===== src/rtl/bus_term_ctrl.sv =====
module bus_term_ctrl #(
  parameter int AW   = 16,
  parameter int AT   = 4,
  parameter int DW   = 16,
  parameter int NERR = 2,
  parameter int TOW  = 6,
  parameter int RCW  = 3
) (
  input  logic            clk,
  input  logic            rst_n,
  input  logic            arb_internal,
  input  logic [TOW-1:0]  to_limit,
  input  logic            req_valid,
  input  logic [AW-1:0]   req_addr,
  input  logic [AT-1:0]   req_attr,
  input  logic [DW-1:0]   req_wdata,
  input  logic            req_write,
  output logic            req_ready,
  output logic            done_pulse,
  output logic            err_pulse,
  output logic            retry_pulse,
  output logic [RCW-1:0]  retry_cnt,
  input  logic            ext_bb_in,
  input  logic            bus_grant_in,
  input  logic            ack_in,
  input  logic [NERR-1:0] err_src,
  input  logic            retry_in,
  output logic            bus_req_out,
  output logic            bus_grant_out,
  output logic            bus_busy_out,
  output logic            ts_out,
  output logic [AW-1:0]   addr_out,
  output logic [AT-1:0]   attr_out,
  output logic [DW-1:0]   wdata_out,
  output logic            write_out
);

  typedef enum logic [2:0] {S_IDLE, S_ARB, S_XFER, S_RTRY, S_EHOLD} st_t;

  st_t            st;
  logic [TOW-1:0] cnt;
  logic [TOW:0]   cnt_nx;
  logic           in_xfer, tmo, err_any, win;
  logic           term_err, term_rty, term_ack;

  assign in_xfer  = (st == S_XFER);
  assign cnt_nx   = {1'b0, cnt} + 1'b1;
  assign tmo      = in_xfer && (to_limit != '0) && (cnt_nx >= {1'b0, to_limit});
  assign err_any  = (|err_src) || tmo;
  assign win      = arb_internal ? !ext_bb_in : (bus_grant_in && !ext_bb_in);
  assign term_err = in_xfer && err_any;
  assign term_rty = in_xfer && !err_any && retry_in;
  assign term_ack = in_xfer && !err_any && !retry_in && ack_in;

  assign req_ready     = (st == S_IDLE);
  assign bus_busy_out  = in_xfer;
  assign ts_out        = in_xfer && (cnt == '0);
  assign bus_grant_out = arb_internal && (st == S_RTRY);
  assign bus_req_out   = !arb_internal && (st == S_ARB);

  always_ff @(posedge clk or negedge rst_n) begin
    if (!rst_n) begin
      st          <= S_IDLE;
      cnt         <= '0;
      done_pulse  <= 1'b0;
      err_pulse   <= 1'b0;
      retry_pulse <= 1'b0;
      retry_cnt   <= '0;
      addr_out    <= '0;
      attr_out    <= '0;
      wdata_out   <= '0;
      write_out   <= 1'b0;
    end else begin
      done_pulse  <= 1'b0;
      err_pulse   <= 1'b0;
      retry_pulse <= 1'b0;
      case (st)
        S_IDLE: if (req_valid) begin
          addr_out  <= req_addr;
          attr_out  <= req_attr;
          wdata_out <= req_wdata;
          write_out <= req_write;
          retry_cnt <= '0;
          st        <= S_ARB;
        end
        S_ARB: if (win) begin
          cnt <= '0;
          st  <= S_XFER;
        end
        S_XFER: begin
          if (term_err) begin
            err_pulse <= 1'b1;
            st        <= S_EHOLD;
          end else if (term_rty) begin
            retry_pulse <= 1'b1;
            if (retry_cnt != '1) retry_cnt <= retry_cnt + 1'b1;
            st <= S_RTRY;
          end else if (term_ack) begin
            done_pulse <= 1'b1;
            st         <= S_IDLE;
          end else if (cnt != '1) begin
            cnt <= cnt + 1'b1;
          end
        end
        S_RTRY:  st <= S_ARB;
        S_EHOLD: st <= S_IDLE;
        default: st <= S_IDLE;
      endcase
    end
  end

  a_r1_one_status: assert property (@(posedge clk) disable iff (!rst_n)
    $onehot0({done_pulse, err_pulse, retry_pulse}));

  a_r2_latch_held: assert property (@(posedge clk) disable iff (!rst_n)
    !req_ready |=> $stable(addr_out) && $stable(wdata_out) && $stable(attr_out));

  a_r3_start_owned: assert property (@(posedge clk) disable iff (!rst_n)
    ts_out |-> bus_busy_out && !req_ready);

  a_r4_done_frees: assert property (@(posedge clk) disable iff (!rst_n)
    done_pulse |-> !bus_busy_out && req_ready);

  a_r5_err_wins: assert property (@(posedge clk) disable iff (!rst_n)
    bus_busy_out && (|err_src) |=> err_pulse && !done_pulse && !retry_pulse);

  a_r6_err_hold: assert property (@(posedge clk) disable iff (!rst_n)
    err_pulse |-> !req_ready && !bus_busy_out);

  a_r7_int_release: assert property (@(posedge clk) disable iff (!rst_n)
    arb_internal && bus_busy_out && retry_in && !err_any |=> bus_grant_out && !bus_busy_out);

  a_r8_ext_release: assert property (@(posedge clk) disable iff (!rst_n)
    !arb_internal && bus_busy_out && retry_in && !err_any
      |=> !bus_req_out && !bus_busy_out && !bus_grant_out);

  a_r9_wait_busy: assert property (@(posedge clk) disable iff (!rst_n)
    (st == S_ARB) && ext_bb_in |=> !bus_busy_out);

  a_r10_monitor_off: assert property (@(posedge clk) disable iff (!rst_n)
    (to_limit == '0) && bus_busy_out && !(|err_src) |=> !err_pulse);

  a_r11_retry_over_ack: assert property (@(posedge clk) disable iff (!rst_n)
    bus_busy_out && retry_in && ack_in && !err_any |=> retry_pulse && !done_pulse);

endmodule


===== config.mk =====
export PLATFORM = sky130hd
export DESIGN_NAME = bus_term_ctrl
export DESIGN_NICKNAME = d
export VERILOG_FILES = /design/src/rtl/bus_term_ctrl.sv
export SDC_FILE = /design/constraint.sdc
export NUM_CORES = 1
export LEC_CHECK = 0
export BUFFER_PORTS_ARGS = -buffer_cell sky130_fd_sc_hd__buf_2
export CORE_MARGIN = 2
export CORE_UTILIZATION = 43
export DETAILED_ROUTE_END_ITERATION = 6
export PLACE_DENSITY_LB_ADDON = 0.05
export SYNTH_ARGS = -nofsm -noshare
export SYNTH_HDL_FRONTEND = slang
export SYNTH_SLANG_ARGS = --single-unit

===== constraint.sdc =====
create_clock -name clk -period 2.3 [get_ports clk]
set_input_delay 0.23 -clock clk [delete_from_list [all_inputs] [get_ports clk]]
set_output_delay 0.23 -clock clk [all_outputs]
set_load 0.01 [all_outputs]

# --- After elaboration in Yosys (flattened, before gate mapping) ---
# Cells that the tools add are included.
op_classes:
  addsub: 3
  mul: 0
  n_div: 0
  magnitude_cmp: 1
  eq_ne: 14
  n_shift: 0
  n_mux: 27
  bitwise: 0
  n_reduce_logical: 26
op_table:
  columns: ["op", "count"]
  rows:
  - ["two-way mux 6 bit", 5]
  - ["two-way mux 3 bit", 9]
  - ["one-hot mux 3 bit (4 select lines)", 1]
  - ["one-hot mux 6 bit (2 select lines)", 1]
  - ["logical AND 1 bit", 11]
  - ["two-way mux 1 bit", 10]
  - ["inequality test 2 bit, second input constant", 5]
  - ["adder 6 x 1 -> 7 bit, second input constant", 1]
  - ["greater-or-equal comparator 7 x 6 -> 1 bit", 1]
  - ["adder 6 x 1 -> 6 bit, second input constant", 1]
  - ["equality test 3 x 2 -> 1 bit, second input constant", 2]
  - ["zero test 6 bit", 1]
  - ["inequality test 2 x 1 -> 1 bit, second input constant", 3]
  - ["inequality test 6 bit, second input constant", 1]
  - ["one-hot mux 3 bit (2 select lines)", 1]
  - ["AND reduction 6 bit", 1]
  - ["nonzero test 6 bit", 1]
  - ["AND reduction 5 bit", 1]
  - ["zero test 1 bit", 4]
  - ["inequality test 4 x 1 -> 1 bit, second input constant", 1]
  - ["nonzero test 2 bit", 2]
  - ["adder 3 x 1 -> 3 bit, second input constant", 1]
  - ["equality test 3 x 1 -> 1 bit, second input constant", 1]
  - ["zero test 3 bit", 1]
  - ["5 further kinds", 5]
totals:
  reg_bits: 52
  latchBits: 0
  ram_bits: 0
  rom_bits: 0
  in_bits: 53
  output_inout_bits: 48
  wordCells: 81
  n_memories: 0

# --- Longest topological paths before layout ---
# Gate-level depths: netlist of run 1.
depth:
  ltp_word: 12
  mapped_depth: 11

# --- Worst setup path after synthesis of run 1 ---
# OpenSTA, ideal clock, no wires.
synth_path:
  path_kind: "register to register"
  start: "register cnt[0]"
  end: "register retry_cnt[1]"
  t_arrival_ns: 2.374
  t_required_ns: 2.175
  setup_slack_ns: -0.199
  path_stages_with_launch: 11
  n_path_buf: 0
  cell_sequence: "dfrtp_1 -> ha_1 -> nand3_1 -> xnor2_1 -> ha_1 -> a21o_1 -> a21oi_2 -> o211ai_2 -> and2_4 -> nor3_4 -> mux2_4"
synth_via:
  elab_chain_cells: 9
synth_rtl:
  columns: ["item", "line", "source"]
  rows:
  - ["start: declaration", "41", "logic [TOW-1:0] cnt;"]
  - ["start signal: assignment", "102", "cnt <= cnt + 1'b1;"]
  - ["adder 6 x 1 -> 7 bit *", "47", "assign cnt_nx = {1'b0, cnt} + 1'b1;"]
  - ["greater-or-equal comparator 7 x 6 -> 1 bit *", "48", "assign tmo = in_xfer && (to_limit != '0) && (cnt_nx >= {1'b0, to_limit});"]
  - ["logical AND 1 bit *", "48", null]
  - ["logical OR 1 bit *", "49", "assign err_any = (|err_src) || tmo;"]
  - ["zero test 1 bit", "52", "assign term_rty = in_xfer && !err_any && retry_in;"]
  - ["logical AND 1 bit (2 in series)", "52", null]
  - ["inequality test 2 x 1 -> 1 bit (no line)", null, null]
  - ["AND reduction 5 bit (no line) *", null, null]
  - ["end signal: assignment", "96", "if (retry_cnt != '1) retry_cnt <= retry_cnt + 1'b1;"]
  - ["end: declaration", "22", "output logic [RCW-1:0] retry_cnt,"]
# Every way passes the cells marked *; elsewhere a longest branch is shown, timed or not.
# A chain may end at the register's enable or synchronous reset.

# --- Worst setup path after layout of run 1 ---
layout_path:
  start: "register cnt[0]"
  end: "register cnt[2]"
layout_via:
  elab_chain_cells: 10
layout_rtl:
  columns: ["item", "line", "source"]
  rows:
  - ["adder 6 x 1 -> 7 bit", "47", null]
  - ["greater-or-equal comparator 7 x 6 -> 1 bit", "48", null]
  - ["logical AND 1 bit", "48", null]
  - ["logical OR 1 bit", "49", null]
  - ["zero test 1 bit", "52, 53", null]
  - ["logical AND 1 bit", "52, 53", null]
  - ["logical AND 1 bit (2 in series)", "53", "assign term_ack = in_xfer && !err_any && !retry_in && ack_in;"]
  - ["inequality test 2 bit (no line)", null, null]
  - ["AND reduction 6 bit (no line)", null, null]
# Several ways; a longest one is shown, not always the timed one. The select of a mux whose other input is x is not followed.

==> results.json, run 1 <==
{
  "synth_edf_count": 0,
  "synth_flop_cell": "dfrtp_1",
  "clk_root_buffer_cell": "clkbuf_8",
  "finalWirelength_um": 5320,
  "fin_ws_ns": -0.117,
  "numCtsBuffers": 5,
  "diodes": 0,
  "fin_util_pct": 61.2,
  "drive_gt1_share_pct": 60.9,
  "netlist_area_um2": 2480,
  "setup_tns_ns": -0.754,
  "nets": 379,
  "drtIter0Drc": 67,
  "num_rows": 27,
  "p_sw_share_pct": 35.1,
  "reg2reg_depth": 10,
  "hp-class": "input port to flip-flop",
  "synth_nets": 256,
  "crit_start": "cnt[0]",
  "synth.distinct_cells": 48,
  "rsz0062_at_grt": "true",
  "drt_pass1_iterations": 4,
  "reg2reg_from": "cnt[0]",
  "worstSetupEndpointType": "flip-flop",
  "tightest_slew_ns": 0.538,
  "crit_path_top_delay_cell": "dfrtp_2",
  "p_sw_mw": 1.25,
  "max-clock-path-buffers": 2,
  "setup_viol": 9,
  "grt_max_degree": 33,
  "cts_tree": "built",
  "grt_pass1_vias": 1894,
  "core_area_um2": 5540,
  "clk_latency_ns": 0.31,
  "path_cells": "ha_4 > xor2_1 > ha_1 > a21o_1 > a31oi_2 > o211ai_2 > buf_4 > a21oi_4 > and4_1 > a211oi_2",
  "areaGrowthSynthToFinish_pct": 36.9,
  "antenna_found_initial": 0,
  "grt_pass1_wl_um": 8600,
  "numPortBuffers": 100,
  "htreeDepth": 2,
  "finalMaxSlewViolations": 0,
  "crit_path_max_incr_delay_ns": 0.47,
  "p_leak_nw": 1.71,
  "post-route-min-period_ns": 2.42,
  "antenna_left": 0,
  "synth_cells": 193,
  "start_kind": "flip-flop",
  "syn_area_per_cell_um2": 12.8,
  "yosysWarnings": 0,
  "grt_overflow": 0,
  "synthArstFlopShare_pct": 100,
  "max_freq_mhz": 414,
  "hold_viol": 0,
  "status": "finished with violations",
  "cts.sinks": 52,
  "p_seq_share_pct": 42.3,
  "maxCapViolations": 0,
  "r2r_end": "cnt[2]",
  "routed_via_density": 4.93,
  "arrival_ns": 2.61,
  "finClkSkew_ns": 0.00897,
  "die_w_um": 79.9,
  "final_common_cell": "buf_2",
  "hpwl_um": 4030,
  "drc": 0,
  "initial_core_util_pct": 44.7,
  "wire_per_inst_um": 13.7,
  "combinationalPowerShare_pct": 42.4,
  "crit_end": "cnt[2]",
  "p_int_mw": 2.30,
  "period_share_pct": 105,
  "die_h_um": 79.9,
  "synth-seq-cells": 52,
  "regToRegSetupSlack_ns": -0.12,
  "cp.required_ns": 2.49,
  "layout_common_cells": "buf_2, dfrtp_1, mux2_2",
  "critPathKind": "flip-flop to flip-flop",
  "p_per_area_nw_per_um2": 1050,
  "slew_headroom_pct": 64.1,
  "vias": 1917,
  "ios": 101,
  "crit_path_max_fanout": 6,
  "p_clk_share_pct": 15.4,
  "violations": "negative setup slack",
  "routabilityCongestion": 0.781,
  "die-area_um2": 6380,
  "ir_worst_vdd_mv": 0.584,
  "synth-seq-area-share_pct": 52.6,
  "grt_usage_pct": 17.3,
  "path_clk_slew_ns": 0.10
}
-- metrics by stage --
stage | instance area [um2] | worst slack (ns) | hold WS [ns] | total power, mW | std cells
finish | 3390 | -0.117 | 0.144 | 3.55 | 389
global route | 3390 | -0.237 | 0.129 | 3.83 | 389
CTS | 3340 | -0.101 | 0.137 | 3.60 | 388
detailed placement | 3180 | -0.124 | 0.219 | 3.04 | 374
global placement | 3180 | -0.0543 | 0.221 | 3.00 | 374
floorplan | 2490 | -0.00169 | -0.0656 | 2.43 | 193
-- synth_stat cells (all sizes together) (2+ instances only) --
library cell | number | area share [%]
a211oi | 2 | 0.61
a21o | 3 | 0.91
a21oi | 5 | 1.3
a22o | 2 | 0.71
a31oi | 2 | 0.76
and2 | 3 | 0.86
and3 | 3 | 0.76
buf | 6 | 1.5
dfrtp | 52 | 53
ha | 10 | 5.1
inv | 8 | 1.2
mux2 | 39 | 18
nand2 | 4 | 0.61
nand2b | 5 | 1.3
nand3 | 8 | 1.8
nor2 | 5 | 0.76
nor2b | 4 | 1.1
nor3 | 5 | 1.9
nor4 | 2 | 0.51
o211ai | 2 | 0.81
o21ai | 4 | 0.81
xnor2 | 3 | 1.1
-- registers in the layout, indices dropped and copies added (netlist names) --
signal and flops:
write_out 1, attr_out 4, done_pulse 1, retry_pulse 1, addr_out 16, cnt 6
st 3, retry_cnt 3, wdata_out 16, err_pulse 1
-- layer usage --
metal,vias to the layer above,GRT usage (%),routed length (um)
met4,0,5.25,52
met2,57,31.3,2750
li1,948,-,-
met3,5,4.19,322
met5,-,0,0
met1,907,20.0,2200
-- critical path, delay by kind of cell, from the launching register on --
| kind | cells | cell delay [ns] |
|---|---|---|
| AO/OA/AOI/OAI | 5 | 0.77 |
| adder cells (fa/ha/maj) | 2 | 0.48 |
| buffers and inverters | 1 | 0.17 |
| XOR/XNOR | 1 | 0.16 |
| AND/OR/NAND/NOR | 1 | 0.25 |
| flip-flops | 1 | 0.47 |
-- timing repair --
| item | 4_1_cts | 5_1_grt |
|---|---|---|
| endpoints found under the hold margin | 20 | 0 |
| gates resized for setup | 4 | 10 |
| endpoints found under the setup margin | 9 | 11 |
| buffers inserted | 5 | 1 |
| pin swaps | 4 | 7 |
| hold buffers | 1 | 0 |
-- power by group through the flow --
stage               sequential, mW  clock [mW]  combinational [mW]
finish                        1.50       0.546                1.51
floorplan                     1.68           0               0.749
CTS                           1.51       0.567                1.53
detailed placement            1.52           0                1.52
global placement              1.50           0                1.50
global route                  1.56       0.612                1.66
-- cells by family after synthesis --
family                   synth area share (%)
flip-flops                               52.6
AND/OR/NAND/NOR                          11.1
multiplexers                             18.4
AO/OA/AOI/OAI                            8.24
buffers and inverters                    3.18
adder cells (fa/ha/maj)                  5.05
XOR/XNOR                                 1.42
-- layout make-up --
cell class	instances	area [um2]
Timing Repair Buffer	123	688
Inverter	9	38.8
Tap cell	72	90.1
Sequential cell	52	1310
Clock inverter	3	26.3
Fill cell	487	2150
Clock buffer	5	68.8
Multi-Input combinational cell	125	1170
-- worst min-delay path by stage --
stage	start	to	slack, ns	cells past startpoint
CTS	req_wdata[3]	wdata_out[3]	0.14	2
finish	req_addr[0]	addr_out[0]	0.14	2
global route	req_addr[3]	addr_out[3]	0.13	2
floorplan	rst_n	addr_out[0]	-0.07	0
global placement	rst_n	wdata_out[4]	0.22	1
detailed placement	rst_n	write_out	0.22	1
No activity file was read; power rests on OpenSTA's default activity.
==> run 2, diff against run 1 <==
ABC_AREA = 1   (was default)
CORE_UTILIZATION = 44   (was 43)
==> results.json, run 2 <==
{
  "slew_headroom_pct": 52.5,
  "clk_root_buffer_cell": "clkbuf_8",
  "drtIter0Drc": 97,
  "max-clock-path-buffers": 2,
  "regToRegSetupSlack_ns": -0.11,
  "antenna_found_initial": 0,
  "crit_path_top_delay_cell": "dfrtp_1",
  "core_area_um2": 5570,
  "worstSetupEndpointType": "flip-flop",
  "setup_viol": 11,
  "synth_flop_cell": "dfrtp_1",
  "rsz0062_at_grt": "true",
  "initial_core_util_pct": 46.3,
  "r2r_end": "cnt[1]",
  "yosysWarnings": 0,
  "placed_cells": 492,
  "reg2reg_depth": 19,
  "synth-seq-area-share_pct": 50.5,
  "grt_pass1_wl_um": 9140,
  "ios": 101,
  "routabilityCongestion": 0.800,
  "largest_registers": "addr_out: 16 flops, wdata_out: 16 flops, cnt: 6 flops",
  "hp-class": "input port to flip-flop",
  "worst-path-stages": 19,
  "wl_met3_um": 329,
  "critPathKind": "flip-flop to flip-flop",
  "fin_util_pct": 62.9,
  "synth.distinct_cells": 31,
  "cp.required_ns": 2.50,
  "crit_path_max_incr_delay_ns": 0.41,
  "final_common_cell": "nand2_1",
  "yosys-top-cells-count": "nand2_1, dfrtp_1, inv_1, nor2_1, nand3_1",
  "numPortBuffers": 100,
  "reg2reg_from": "cnt[0]",
  "synth_edf_count": 0,
  "hold_viol": 0,
  "hpwl_um": 4200,
  "syn_area_per_cell_um2": 8.24,
  "layout_common_cells": "nand2_1, buf_2, dfrtp_1",
  "crit_path_max_fanout": 7,
  "met1_length_um": 2590,
  "fillers": 516,
  "synth.area.top_cells": "dfrtp_1, nand2_1, ha_1",
  "path_clk_slew_ns": 0.10,
  "crit_family": "simple AND/OR/NAND/NOR gates",
  "finalMaxSlewViolations": 0,
  "p_per_area_nw_per_um2": 1050,
  "hold_start": "req_addr[9]",
  "synth_cells": 313,
  "htreeDepth": 2,
  "min_to": "addr_out[9]",
  "num_rows": 27,
  "final-instance-count-excl-fill": 507,
  "antenna_left": 0,
  "routed_via_density": 4.55,
  "path_cells": "ha_2 > nand2_2 > inv_2 > nand2_4 > xor2_2 > inv_1 > ha_4 > a21oi_2 > o21bai_1 > nor2_2 > nand2_2 > nand2_4 > nand2_4 > nand2_4 > nand2_4 > nor2_8 > nand2_4 > nand2_1 > nand2_1",
  "areaGrowthSynthToFinish_pct": 36.1,
  "status": "finished with violations",
  "grt_max_degree": 38,
  "synthArstFlopShare_pct": 100,
  "finalWirelength_um": 5770,
  "drt_pass1_iterations": 4,
  "fin_ws_ns": -0.108,
  "wire_per_inst_um": 11.4,
  "p_leak_nw": 2.12,
  "max_freq_mhz": 415,
  "finClkSkew_ns": 0.00536,
  "grt_overflow": 0,
  "ir_worst_vdd_mv": 0.439,
  "clk_latency_ns": 0.30,
  "drc": 0,
  "grt_pass1_vias": 2091,
  "die-area_um2": 6490,
  "post-synth-top-area-cell": "dfrtp_1",
  "maxCapViolations": 0,
  "violations": "negative setup slack",
  "post-route-min-period_ns": 2.41,
  "crit_buf_inv": 2,
  "holdPathStages": 3,
  "route.met2.wl_um": 2770,
  "vias": 2307,
  "diodes": 0,
  "die_w_um": 80.6,
  "drive_gt1_share_pct": 39.5,
  "start_kind": "flip-flop",
  "numCtsBuffers": 5,
  "cts_tree": "built",
  "cp_common_cell": "nand2_4",
  "synthDominantCellAreaShare_pct": 50.5,
  "nets": 497,
  "yosys.cell_count.top_type": "nand2_1",
  "synth_nets": 376,
  "synth-seq-cells": 52,
  "top_layer_used": "met4",
  "netlist_area_um2": 2580,
  "grt_usage_pct": 18.1,
  "die_h_um": 80.6,
  "period_share_pct": 105,
  "cts.sinks": 52,
  "arrival_ns": 2.61,
  "tightest_slew_ns": 0.713
}
==> run 2: cell count changes after synthesis, moves of 5 or more <==
| cell | change |
|---|---|
| inv_2 | +6 |
| nand2b_1 | -5 |
| mux2_2 | -37 |
| nand2_4 | +5 |
| nand3_1 | +5 |
| nand2_1 | +143 |
| inv_1 | +18 |
| nor2_1 | +10 |
==> run 2: final cells by class <==
type | count | area, um2 | area share (%)
inverter | 33 | 134 | 3.82
clock buffer | 5 | 68.8 | 1.96
timing repair buffer | 122 | 679 | 19.4
clock inverter | 3 | 21.3 | 0.606
tap | 72 | 90.1 | 2.57
sequential | 52 | 1300 | 37.1
multi-input combinational | 220 | 1210 | 34.6
==> run 2: kinds of logic after synthesis <==
logic type      Yosys count  synth area share (%)
xor+xnor                  3                  1.02
simple gates            199                  35.1
buf+inv                  41                  6.50
compound gates            8                  2.09
flops                    52                  50.5
fa+ha+maj                10                  4.85
==> run 2: worst max path at each step <==
| stage | from | slack, ns | to |
|---|---|---|---|
| finish | cnt[0] | -0.11 | cnt[1] |
| global route | cnt[0] | -0.30 | cnt[0] |
| detailed placement | cnt[0] | -0.10 | cnt[3] |
| floorplan | cnt[0] | -0.02 | cnt[0] |
| global placement | cnt[1] | -0.03 | cnt[4] |
| CTS | cnt[0] | -0.05 | cnt[3] |
==> run 2: worst min-delay path, delay by kind of cell <==
kind	cells	cell delay [ns]
buf+inv	1	0.07
simple gates	2	0.09
==> run 2: where the power goes <==
part / total, mW / internal (mW) / switching, mW / leakage, nW
clock network: 0.523 / 0.216 / 0.307 / 0.0445
logic: 1.70 / 0.670 / 1.03 / 1.41
registers: 1.44 / 1.26 / 0.185 / 0.666
==> run 2: through the flow <==
stage | worst slack (ns) | power [mW] | area [um2] | TNS, ns | hold slack [ns]
2_1_floorplan | -0.0172 | 2.50 | 2580 | -0.0993 | -0.0656
3_3_place_gp | -0.0324 | 3.10 | 3250 | -0.206 | 0.331
3_5_place_dp | -0.105 | 3.14 | 3250 | -0.677 | 0.328
4_1_cts | -0.0516 | 3.71 | 3440 | -0.239 | 0.0991
5_1_grt | -0.296 | 4.02 | 3510 | -2.82 | 0.103
6_report | -0.108 | 3.67 | 3510 | -0.876 | 0.112
==> run 2: repair_timing <==
| item | CTS | global route |
|---|---|---|
| setup endpoints to repair | 9 | 14 |
| endpoints found under the hold margin | 32 | 0 |
| gates cloned | 0 | 0 |
| gates resized for setup | 6 | 16 |
| setup buffers | 6 | 1 |
| pin swaps | 7 | 9 |
| hold buffers | 1 | 0 |
==> run 2: per-layer routing <==
metal  vias to the layer above  global-route usage [%]
met5                         -                       0
met4                         0                    6.10
met3                         7                    4.04
met2                        61                    30.6
met1                      1043                    22.9
li1                       1196                       -
